## src/rtl/rdmon_pkg.sv

```systemverilog
package rdmon_pkg;
  localparam int RD_W   = 32;
  localparam int TM_LSB = 16;
  localparam int NCH    = 2;
  localparam int NREG   = 10;
  localparam int AW     = 4;

  localparam logic [AW-1:0] A_OCC0  = 4'd0;
  localparam logic [AW-1:0] A_OCC1  = 4'd1;
  localparam logic [AW-1:0] A_BCNT0 = 4'd2;
  localparam logic [AW-1:0] A_BCNT1 = 4'd3;
  localparam logic [AW-1:0] A_BDUR0 = 4'd4;
  localparam logic [AW-1:0] A_BDUR1 = 4'd5;
  localparam logic [AW-1:0] A_ECR   = 4'd6;
  localparam logic [AW-1:0] A_L1A   = 4'd7;
  localparam logic [AW-1:0] A_TICK  = 4'd8;
  localparam logic [AW-1:0] A_DW    = 4'd9;
endpackage

```

## src/rtl/rdmon_satcnt.sv

```systemverilog
module rdmon_satcnt #(
  parameter int W = 32
) (
  input  logic         clk,
  input  logic         rst,
  input  logic         clr,
  input  logic         inc,
  output logic [W-1:0] cnt
);
  always_ff @(posedge clk) begin
    if (rst || clr)
      cnt <= '0;
    else if (inc && (cnt != {W{1'b1}}))
      cnt <= cnt + 1'b1;
  end
endmodule

```

## src/rtl/rdmon_tidemark.sv

```systemverilog
module rdmon_tidemark #(
  parameter int FILL_W = 16
) (
  input  logic              clk,
  input  logic              rst,
  input  logic              clr,
  input  logic [FILL_W-1:0] fill,
  output logic [FILL_W-1:0] fill_q,
  output logic [FILL_W-1:0] tide
);
  always_ff @(posedge clk) begin
    if (rst) begin
      fill_q <= '0;
      tide   <= '0;
    end else begin
      fill_q <= fill;
      if (clr)
        tide <= '0;
      else if (fill > tide)
        tide <= fill;
    end
  end
endmodule

```

## src/rtl/rdmon_chan.sv

```systemverilog
module rdmon_chan #(
  parameter int CNT_W = 32
) (
  input  logic             clk,
  input  logic             rst,
  input  logic             clr,
  input  logic             busy,
  output logic [CNT_W-1:0] edge_cnt,
  output logic [CNT_W-1:0] dur_cnt
);
  logic busy_q;
  logic busy_rise;

  always_ff @(posedge clk) begin
    if (rst) busy_q <= 1'b0;
    else     busy_q <= busy;
  end

  assign busy_rise = busy && !busy_q;

  rdmon_satcnt #(.W(CNT_W)) u_edge (
    .clk(clk), .rst(rst), .clr(clr), .inc(busy_rise), .cnt(edge_cnt)
  );

  rdmon_satcnt #(.W(CNT_W)) u_dur (
    .clk(clk), .rst(rst), .clr(clr), .inc(busy), .cnt(dur_cnt)
  );
endmodule

```

## src/rtl/rdmon_bank.sv

```systemverilog
module rdmon_bank
  import rdmon_pkg::*;
#(
  parameter int CNT_W  = 32,
  parameter int FILL_W = 16,
  parameter int DATA_W = 64
) (
  input  logic                  clk,
  input  logic                  rst,
  input  logic [NCH*FILL_W-1:0] fill_lvl,
  input  logic [NCH-1:0]        busy,
  input  logic                  ecr_pulse,
  input  logic                  l1a_pulse,
  input  logic [DATA_W-1:0]     word_data,
  input  logic                  word_valid,
  input  logic                  clr_busy,
  input  logic                  clr_ecr,
  input  logic                  clr_l1a,
  input  logic                  clr_dw,
  input  logic [AW-1:0]         rd_addr,
  output logic [RD_W-1:0]       rd_data
);
  logic [NCH*FILL_W-1:0] fillq_all;
  logic [NCH*FILL_W-1:0] tide_all;
  logic [NCH*CNT_W-1:0]  bcnt_all;
  logic [NCH*CNT_W-1:0]  bdur_all;
  logic [CNT_W-1:0]      ecr_cnt;
  logic [CNT_W-1:0]      l1a_cnt;
  logic [CNT_W-1:0]      tick_cnt;
  logic [CNT_W-1:0]      dw_cnt;

  // per-stream occupancy and busy statistics
  for (genvar ch = 0; ch < NCH; ch++) begin : g_ch
    rdmon_tidemark #(.FILL_W(FILL_W)) u_tm (
      .clk(clk), .rst(rst), .clr(clr_busy),
      .fill(fill_lvl[ch*FILL_W +: FILL_W]),
      .fill_q(fillq_all[ch*FILL_W +: FILL_W]),
      .tide(tide_all[ch*FILL_W +: FILL_W])
    );
    rdmon_chan #(.CNT_W(CNT_W)) u_busy (
      .clk(clk), .rst(rst), .clr(clr_busy), .busy(busy[ch]),
      .edge_cnt(bcnt_all[ch*CNT_W +: CNT_W]),
      .dur_cnt(bdur_all[ch*CNT_W +: CNT_W])
    );
  end

  rdmon_satcnt #(.W(CNT_W)) u_ecr (
    .clk(clk), .rst(rst), .clr(clr_ecr), .inc(ecr_pulse), .cnt(ecr_cnt)
  );
  rdmon_satcnt #(.W(CNT_W)) u_l1a (
    .clk(clk), .rst(rst), .clr(clr_l1a), .inc(l1a_pulse), .cnt(l1a_cnt)
  );
  rdmon_satcnt #(.W(CNT_W)) u_tick (
    .clk(clk), .rst(rst), .clr(clr_busy), .inc(1'b1), .cnt(tick_cnt)
  );

  // repeated output word detection
  logic [DATA_W-1:0] last_word;
  logic              have_last;
  logic              word_rep;

  always_ff @(posedge clk) begin
    if (rst) begin
      last_word <= '0;
      have_last <= 1'b0;
    end else if (word_valid) begin
      last_word <= word_data;
      have_last <= 1'b1;
    end
  end

  assign word_rep = word_valid && have_last && (word_data == last_word);

  rdmon_satcnt #(.W(CNT_W)) u_dw (
    .clk(clk), .rst(rst), .clr(clr_dw), .inc(word_rep), .cnt(dw_cnt)
  );

  // read mux, registered
  logic [RD_W-1:0] rd_sel;

  always_comb begin
    rd_sel = '0;
    case (rd_addr)
      A_OCC0: begin
        rd_sel[TM_LSB +: FILL_W] = tide_all[0 +: FILL_W];
        rd_sel[FILL_W-1:0]       = fillq_all[0 +: FILL_W];
      end
      A_OCC1: begin
        rd_sel[TM_LSB +: FILL_W] = tide_all[FILL_W +: FILL_W];
        rd_sel[FILL_W-1:0]       = fillq_all[FILL_W +: FILL_W];
      end
      A_BCNT0: rd_sel[CNT_W-1:0] = bcnt_all[0 +: CNT_W];
      A_BCNT1: rd_sel[CNT_W-1:0] = bcnt_all[CNT_W +: CNT_W];
      A_BDUR0: rd_sel[CNT_W-1:0] = bdur_all[0 +: CNT_W];
      A_BDUR1: rd_sel[CNT_W-1:0] = bdur_all[CNT_W +: CNT_W];
      A_ECR:   rd_sel[CNT_W-1:0] = ecr_cnt;
      A_L1A:   rd_sel[CNT_W-1:0] = l1a_cnt;
      A_TICK:  rd_sel[CNT_W-1:0] = tick_cnt;
      A_DW:    rd_sel[CNT_W-1:0] = dw_cnt;
      default: rd_sel = '0;
    endcase
  end

  always_ff @(posedge clk) begin
    if (rst) rd_data <= '0;
    else     rd_data <= rd_sel;
  end
endmodule

```

## config.mk

```make
export PLATFORM = sky130hd
export DESIGN_NAME = rdmon_bank
export DESIGN_NICKNAME = d
export VERILOG_FILES = /design/src/rtl/rdmon_pkg.sv /design/src/rtl/rdmon_satcnt.sv /design/src/rtl/rdmon_tidemark.sv /design/src/rtl/rdmon_chan.sv /design/src/rtl/rdmon_bank.sv
export SDC_FILE = /design/constraint.sdc
export NUM_CORES = 1
export LEC_CHECK = 0
export BUFFER_PORTS_ARGS = -buffer_cell sky130_fd_sc_hd__buf_2
export CORE_ASPECT_RATIO = 2
export CORE_UTILIZATION = 50
export DETAILED_ROUTE_END_ITERATION = 16
export HOLD_SLACK_MARGIN = 0.05
export PLACE_DENSITY_LB_ADDON = 0.25
export SETUP_SLACK_MARGIN = 0.3
export SKIP_LAST_GASP = 1
export SLEW_MARGIN = 20
export SYNTH_ARGS = -nofsm -noshare
export SYNTH_HDL_FRONTEND = slang
export SYNTH_HIERARCHICAL = 1
export SYNTH_SLANG_ARGS = --single-unit
```

## constraint.sdc

```tcl
create_clock -name clk -period 3.3 [get_ports clk]
set_clock_uncertainty 0.1 [all_clocks]
set_input_delay 0.495 -clock clk [delete_from_list [all_inputs] [get_ports clk]]
set_output_delay 0.495 -clock clk [all_outputs]
set_load 0.1 [all_outputs]
```

==> results by group, run 1 <==
Clock network
  – CTS root buf: clkbuf_16
  – Clk slew on worst S/H paths: 0.07 ns
  – CTS Hold Bufs: 0
  – Clk buf depth: 3
  – Clock Sinks: about 420
  – CTS tree: built
  – CTS buffer count: 40
  – Clock latency on the worst-skew pair: 0.56 ns
  – H-tree Lvls: 2

Route
  – WL final: ~76000 um
  – Vias per cell: 6.67
  – First-pass DRT Iterations: 6
  – Routed WL per cell: 24.8 um
  – Antenna-violating nets left: 0
  – Drt initial violations: 1795
  – DRC viols: 0
  – DR vias: 20400

Placed design
  – DP Area: around 23000 um^2
  – DP Worst Slack: -0.101 ns
  – Global placer's final weighted congestion: 1.06
  – DP HPWL: 56200 um
  – IO Port Bufs: 142
  – Placed insts: 2978

STA
  – Max Clk Rate: about 0.36 GHz
  – Slew Viols, Final: 0
  – Final WS setup: 0.512 ns
  – Worst Hold Slack: just under 0.09 ns
  – Slew @ Worst Pin: 1.21 ns
  – RSZ-0062 raised after global routing: no
  – Post-layout minimum cycle time: 2.79 ns
  – Final period utilization: 84.5%
  – Final hold vios: 0
  – Max_slew headroom: 19.0%
  – Final setup viols: 0

Synth
  – Async SR Flop Fraction: 0%
  – Netlist cell types: 60
  – Synth warn: 6
  – Syn Std Cell Area: roughly 22000 um^2
  – Avg Cell Area, Syn: 9.23 um^2
  – Post-synth EDFFs: 0
  – Main synth FF type: dfxtp_1
  – Post-synthesis register bit count: 419
  – Register area share after synthesis: 38.5%
  – Cells after Synth: 2362

GRT
  – Initial antenna violation count: 4
  – First-pass GRT wire length: between 100000 and 150000 um
  – Overall global routing resource usage: 33.6%
  – Congestion Overflow GR: 0
  – Largest net degree at the start of global routing: 66
  – Vias in the first global route: 19400

Worst setup path
  – Slowest CP cell: or4_1
  – Worst Path Buf+Inv: 1
  – Critical path endpoint category: flop
  – Setup CP Type: flop to flop
  – Slowest Stage Delay on Critical Path: between 0.4 and 0.5 ns
  – CP delay by family, top: simple AND/OR/NAND/NOR gates
  – Cell breakdown of the critical path: xnor2_1, nand4_1, nor4_2, nand3_1, nor4_4, buf_4, and3_4, o311ai_4, or4_1, a21oi_2
  – Critical Path Start Type: flop
  – Worst Path Required: 3.69 ns
  – CP max FO: 14
  – CP Data Arrival Time: 3.18 ns

Final layout
  – Layout cells sized above 1: 19.4%
  – Post-Layout Inst Area: about 24000 um^2
  – Fin cells: 3051
  – Ant. Diodes: 0
  – FILL cells: approximately 3900
  – Most frequent cells in the layout: dfxtp_1, a21oi_1, buf_2
  – Leading cell type in the layout, fill and taps excluded: dfxtp_1
  – Nets: 2627
  – Area growth from synthesis to layout: 11.4%

Power
  – Lkg Pwr: 7.73 nW
  – Total power draw: 0.0110 W
  – Sw frac: 24.4%
  – Logic pwr share: 6.7%
  – Peak supply drop: 0.544 mV
  – Cell area power density: 455 nW/um^2
  – Seq pwr share: 47.4%
  – Cell Int Power: about 0.0084 W
  – Net Sw Power: roughly 0.0027 W
  – Clk pwr share: 45.9%

Die
  – I/O pins: 143
  – Initial Utilization: 50.9%
  – Row count: 107
  – Die X: 150 um
  – Die area: around 44000 um^2
  – Die Ht: just under 300 um
  – Core Region: 42800 um^2

Status
  – Outcome: completed

Job
  – Max-cap violations: 0

Worst hold path
  – Min-Delay Path Class: input port to flop
-- kinds of logic after synthesis --
kind of cell / Yosys count / synth area share, %
simple gates: 814 / 22.9
mux: 74 / 3.40
compound gates: 752 / 25.2
flops: 419 / 38.5
other cells: 1 / 0.0172
buf+inv: 191 / 4.87
xor+xnor: 71 / 2.85
fa+ha+maj: 40 / 2.30
-- registers in the layout, indices dropped and copies added (netlist names) --
| register | count |
|---|---|
| u_ecr/cnt | 32 |
| g_ch.u_busy/u_dur/cnt | 64 |
| g_ch.u_busy/busy_q | 2 |
| have_last | 1 |
| u_dw/cnt | 32 |
| u_tick/cnt | 32 |
| g_ch.u_tm/fill_q | 32 |
| g_ch.u_busy/u_edge/cnt | 64 |
| rd_data | 32 |
| last_word | 64 |
| g_ch.u_tm/tide | 32 |
| u_l1a/cnt | 32 |
-- final cells by class --
class	count	area, um^2	share of cell area, %
Tap cell	545	682	2.81
Clock inverter	20	275	1.13
Sequential cell	419	8390	34.6
Timing Repair Buffer	185	1080	4.43
Inverter	74	278	1.14
Clock buffer	52	1140	4.69
Multi-Input combinational cell	1756	12400	51.2
-- power by group through the flow --
| stage | Combinational (W) | Sequential [W] | Clock, W |
|---|---|---|---|
| CTS | 0.000737 | 0.00523 | 0.00510 |
| finish | 0.000746 | 0.00524 | 0.00507 |
| detailed placement | 0.000734 | 0.00535 | 0 |
| global placement | 0.000710 | 0.00534 | 0 |
| global route | 0.000799 | 0.00524 | 0.00528 |
| floorplan | 0.000474 | 0.00533 | 0 |
-- synth_stat cells (18+ instances only) --
cell / instances / area [um^2]
a31oi_1: 34 / 213
nand4_1: 82 / 513
buf_6: 36 / 405
clkbuf_1: 46 / 173
or4_1: 72 / 541
dfxtp_1: 419 / 8390
buf_2: 24 / 120
inv_1: 74 / 278
and4_1: 32 / 280
xnor2_1: 53 / 464
or3_1: 120 / 751
a22o_1: 94 / 823
a22oi_1: 33 / 248
a221oi_1: 66 / 578
o21ai_1: 64 / 320
mux2i_1: 74 / 741
or3_2: 32 / 240
nand3_1: 92 / 460
o31ai_1: 72 / 541
nor2_1: 110 / 413
a21oi_2: 56 / 490
a21oi_1: 188 / 941
ha_1: 40 / 500
nor2b_1: 32 / 200
nand2_1: 106 / 398
xor2_1: 18 / 158
o21ai_0: 83 / 415
-- routing by layer --
layer	share of wire, %	global-route usage [%]	wire length, um	up-vias
met5	0.041	0.227	31	-
met4	9.6	28.3	7280	4
met3	8.2	7.21	6220	264
met2	48	56.6	36300	959
met1	34	35.2	26000	9825
li1	-	-	-	9309
-- worst paths after layout --
check | depth (start not counted) | slack, ns | from | end
hold reg to reg | 2 | 0.37 | have_last$_SDFFE_PP0P_ | have_last$_SDFFE_PP0P_
hold / removal | 2 | 0.09 | fill_lvl[25] | g_ch[1].u_tm/tide[9]$_SDFFE_PP0N_
setup / recovery | 10 | 0.51 | last_word[20]$_SDFFE_PP0P_ | u_dw/cnt[29]$_SDFFE_PP0P_
setup reg to reg | 10 | 0.51 | last_word[20]$_SDFFE_PP0P_ | u_dw/cnt[29]$_SDFFE_PP0P_
-- repair_timing --
action                                  4_1_cts  5_1_grt
buffers inserted                              0        1
endpoints found under the setup margin       16       10
endpoints found under the hold margin         0        0
pin swaps                                     1        1
gates resized for setup                       1        2
-- stage by stage --
stage / utilization [%] / setup TNS [ns]
after floorplan: - / 0
after global placement: 53.3 / -0.221
after detailed placement: 53.3 / -0.812
after CTS: 56.6 / 0
after global routing: 56.7 / 0
final: 56.7 / 0
No activity file was read; power rests on OpenSTA's default activity.
==> inputs of run 2 (changes only) <==
Settings changed: ABC_AREA set to 1.
Clock period 3.3 ns to 2.75 ns, I/O delays scaled along.
==> run 2 against run 1 <==
Sequential power rose by 20%. Via count rose by 42%. Global-route usage rose by 3.7 points. Critical path depth rose by 11. Utilization rose by 0.90 points. Cell area rose by 25%. Flip-flop and latch count did not move. Clock-buffer cell count rose by 7. Register-to-register slack got worse by 0.13 ns. Total power rose by 25%. Critical endpoint is now u_dw/cnt[30]$_SDFFE_PP0P_.
==> results by group, run 2 <==
Clock network
  – Clk buf depth: 3
  – CTS buffer count: 42
  – CTS root buf: clkbuf_16
  – H-tree Lvls: 2
  – Clock Sinks: around 420
  – CTS tree: built
  – Clock latency on the worst-skew pair: around 0.60 ns
  – Clk slew on worst S/H paths: 0.06 ns

Final layout
  – Nets: 4609
  – Layout cells sized above 1: 14.0%
  – Largest regs: g_ch.u_busy/u_dur/cnt x64, g_ch.u_busy/u_edge/cnt x64, last_word x64
  – FILL cells: 5342
  – Area growth from synthesis to layout: 14.1%
  – Most frequent cells in the layout: nand2_1, nor2_1, nand3_1
  – Post-Layout Inst Area: 30300 um^2
  – Post-Route Utilization: 57.6%
  – Leading cell type in the layout, fill and taps excluded: nand2_1

Synth
  – Register area share after synthesis: 31.6%
  – Post-synthesis register bit count: 419
  – Commonest cells in the netlist: nand2_1, nor2_1, nand3_1
  – Avg Cell Area, Syn: 6.21 um^2
  – Count leader, synth: nand2_1
  – Async SR Flop Fraction: 0%
  – Cells after Synth: 4271
  – Synth area leader: dfxtp_1
  – Synth top area share: 31.6%
  – Post-synth EDFFs: 0
  – Synth warn: 6
  – Main synth FF type: dfxtp_1
  – Largest cells by area after synthesis: dfxtp_1, nand2_1, nand3_1
  – Netlist cell types: 33
  – Syn Std Cell Area: 26500 um^2

STA
  – Slew Viols, Final: 0
  – RSZ-0062 raised after global routing: yes
  – Post-layout minimum cycle time: 2.41 ns
  – Final period utilization: 87.6%
  – Slew @ Worst Pin: 0.803 ns
  – Worst Hold Slack: between 0.07 and 0.08 ns
  – Final setup viols: 0
  – Final hold vios: 0
  – Setup_tns: 0 ns
  – Max_slew headroom: 46.5%
  – Max Clk Rate: between 0.4 and 0.5 GHz

Power
  – Cell Int Power: 0.0101 W
  – Sw frac: 26.8%
  – Total power draw: 0.0138 W
  – Clk pwr share: 43.7%
  – Lkg Pwr: roughly 13 nW
  – Net Sw Power: roughly 0.0037 W
  – Peak supply drop: 0.589 mV
  – Logic pwr share: 10.6%
  – Cell area power density: 455 nW/um^2
  – Seq pwr share: 45.7%

Placed design
  – IO Port Bufs: 142
  – Global placer's final weighted congestion: 1.01
  – DP HPWL: around 77000 um
  – DP Area: 27700 um^2

Die
  – Row count: 119
  – I/O pins: around 140
  – Core Region: 52600 um^2
  – Die Ht: 328 um
  – Die X: 165 um
  – Initial Utilization: between 50% and 60%
  – Die area: 54000 um^2

Worst setup path
  – Critical Path Start Type: input port
  – CP Data Arrival Time: 2.79 ns
  – Setup CP Type: input port to flop
  – Worst Path Required: 3.13 ns
  – Critical path endpoint category: flop
  – CP max FO: 11

GRT
  – Overall global routing resource usage: between 30% and 40%
  – Vias in the first global route: 27500
  – First-pass GRT wire length: 152000 um
  – Largest net degree at the start of global routing: 94
  – Congestion Overflow GR: 0
  – Initial antenna violation count: 3

Route
  – Antenna-violating nets left: 0
  – WL final: 102000 um
  – DRC viols: 0
  – First-pass DRT Iterations: 6
  – DR vias: 28900
  – Routed WL per cell: 19.8 um
  – Vias per cell: 5.60
  – Drt initial violations: 2267

Worst hold path
  – Min-Delay Path Class: input port to flop

Status
  – Outcome: completed

Job
  – Max-cap violations: 0
==> run 2: cell types whose count changed after synthesis, sizes merged, moves of 66 or more <==
cell / delta
o31ai: -88
a221oi: -66
buf: +69
inv: +350
mux2i: -74
or3: -152
a22o: -94
o21ai: -72
nand3: +585
nor2: +760
nand2: +1021
or4: -80
==> run 2: metal layers <==
| metal | track usage (%) | part of all wire, % | routed length, um | up-vias |
|---|---|---|---|---|
| met2 | 66.3 | 50 | 50700 | 1128 |
| li1 | - | - | - | 14100 |
| met4 | 33.9 | 10 | 10500 | 2 |
| met3 | 6.01 | 6.5 | 6670 | 407 |
| met5 | 0 | 0.0088 | 9 | - |
| met1 | 36.5 | 34 | 34300 | 13300 |
==> run 2: cells by family after synthesis <==
family	count (synthesis)	synth area share, %
simple gates	2825	48.4
fa+ha+maj	40	1.89
flops	419	31.6
buf+inv	590	9.95
xor+xnor	32	1.06
other cells	1	0.0141
compound gates	364	7.01
==> run 2: area by class of cell <==
cell class | instances | area [um^2] | share of cell area (%)
Sequential cell | 419 | 8390 | 27.7
Timing Repair Buffer | 307 | 2340 | 7.72
Clock inverter | 15 | 183 | 0.604
Antenna cell | 2 | 5.00 | 0.0165
Tap cell | 665 | 832 | 2.75
Clock buffer | 59 | 1210 | 3.99
Inverter | 424 | 1600 | 5.29
Multi-Input combinational cell | 3264 | 15700 | 51.9
==> run 2: final timing paths <==
path | from | depth (start not counted) | end | slack, ns
setup reg to reg | last_word[59]$_SDFFE_PP0P_ | 21 | u_dw/cnt[30]$_SDFFE_PP0P_ | 0.38
hold reg to reg | last_word[53]$_SDFFE_PP0P_ | 2 | last_word[53]$_SDFFE_PP0P_ | 0.38
setup / recovery | word_data[23] | 21 | u_dw/cnt[30]$_SDFFE_PP0P_ | 0.34
hold / removal | word_data[54] | 3 | last_word[54]$_SDFFE_PP0P_ | 0.07
==> run 2: power groups by stage <==
stage          combinational, W  sequential (W)  clock (W)
3_5_place_dp            0.00132         0.00643          0
3_3_place_gp            0.00129         0.00643          0
5_1_grt                 0.00160         0.00631    0.00627
4_1_cts                 0.00143         0.00629    0.00608
6_report                0.00146         0.00630    0.00601
2_1_floorplan          0.000891         0.00643          0
==> run 2: repair_timing <==
action                                  4_1_cts  5_1_grt
hold buffers                                 91        0
hold endpoints to repair                    119        0
setup buffers                                 0        2
resized for setup                            15       48
pin swaps                                     4       20
endpoints found under the setup margin       23       54
==> run 2: through the flow <==
step                setup WS, ns  cells
global placement          -0.101   4986
CTS                        0.300   5151
global route               0.164   5155
detailed placement        -0.125   4986
floorplan                  0.545   4273
finish                     0.341   5155
==> run 2: worst max-delay path, stage by stage <==
cell	delay, ns
dlygate4sd3_1	0.52
buf_2	0.11
inv_1	0.05
nand2_1	0.06
nand4_1	0.11
nor2_2	0.12
nand2_1	0.07
nor2_2	0.12
nand3_2	0.12
nor2_4	0.14
buf_6	0.15
buf_8	0.14
nand2_1	0.06
inv_1	0.06
nand3_1	0.07
nor2_1	0.08
nand2_1	0.07
nor2_2	0.10
nand3_1	0.09
nand2_1	0.09
nor2_2	0.03
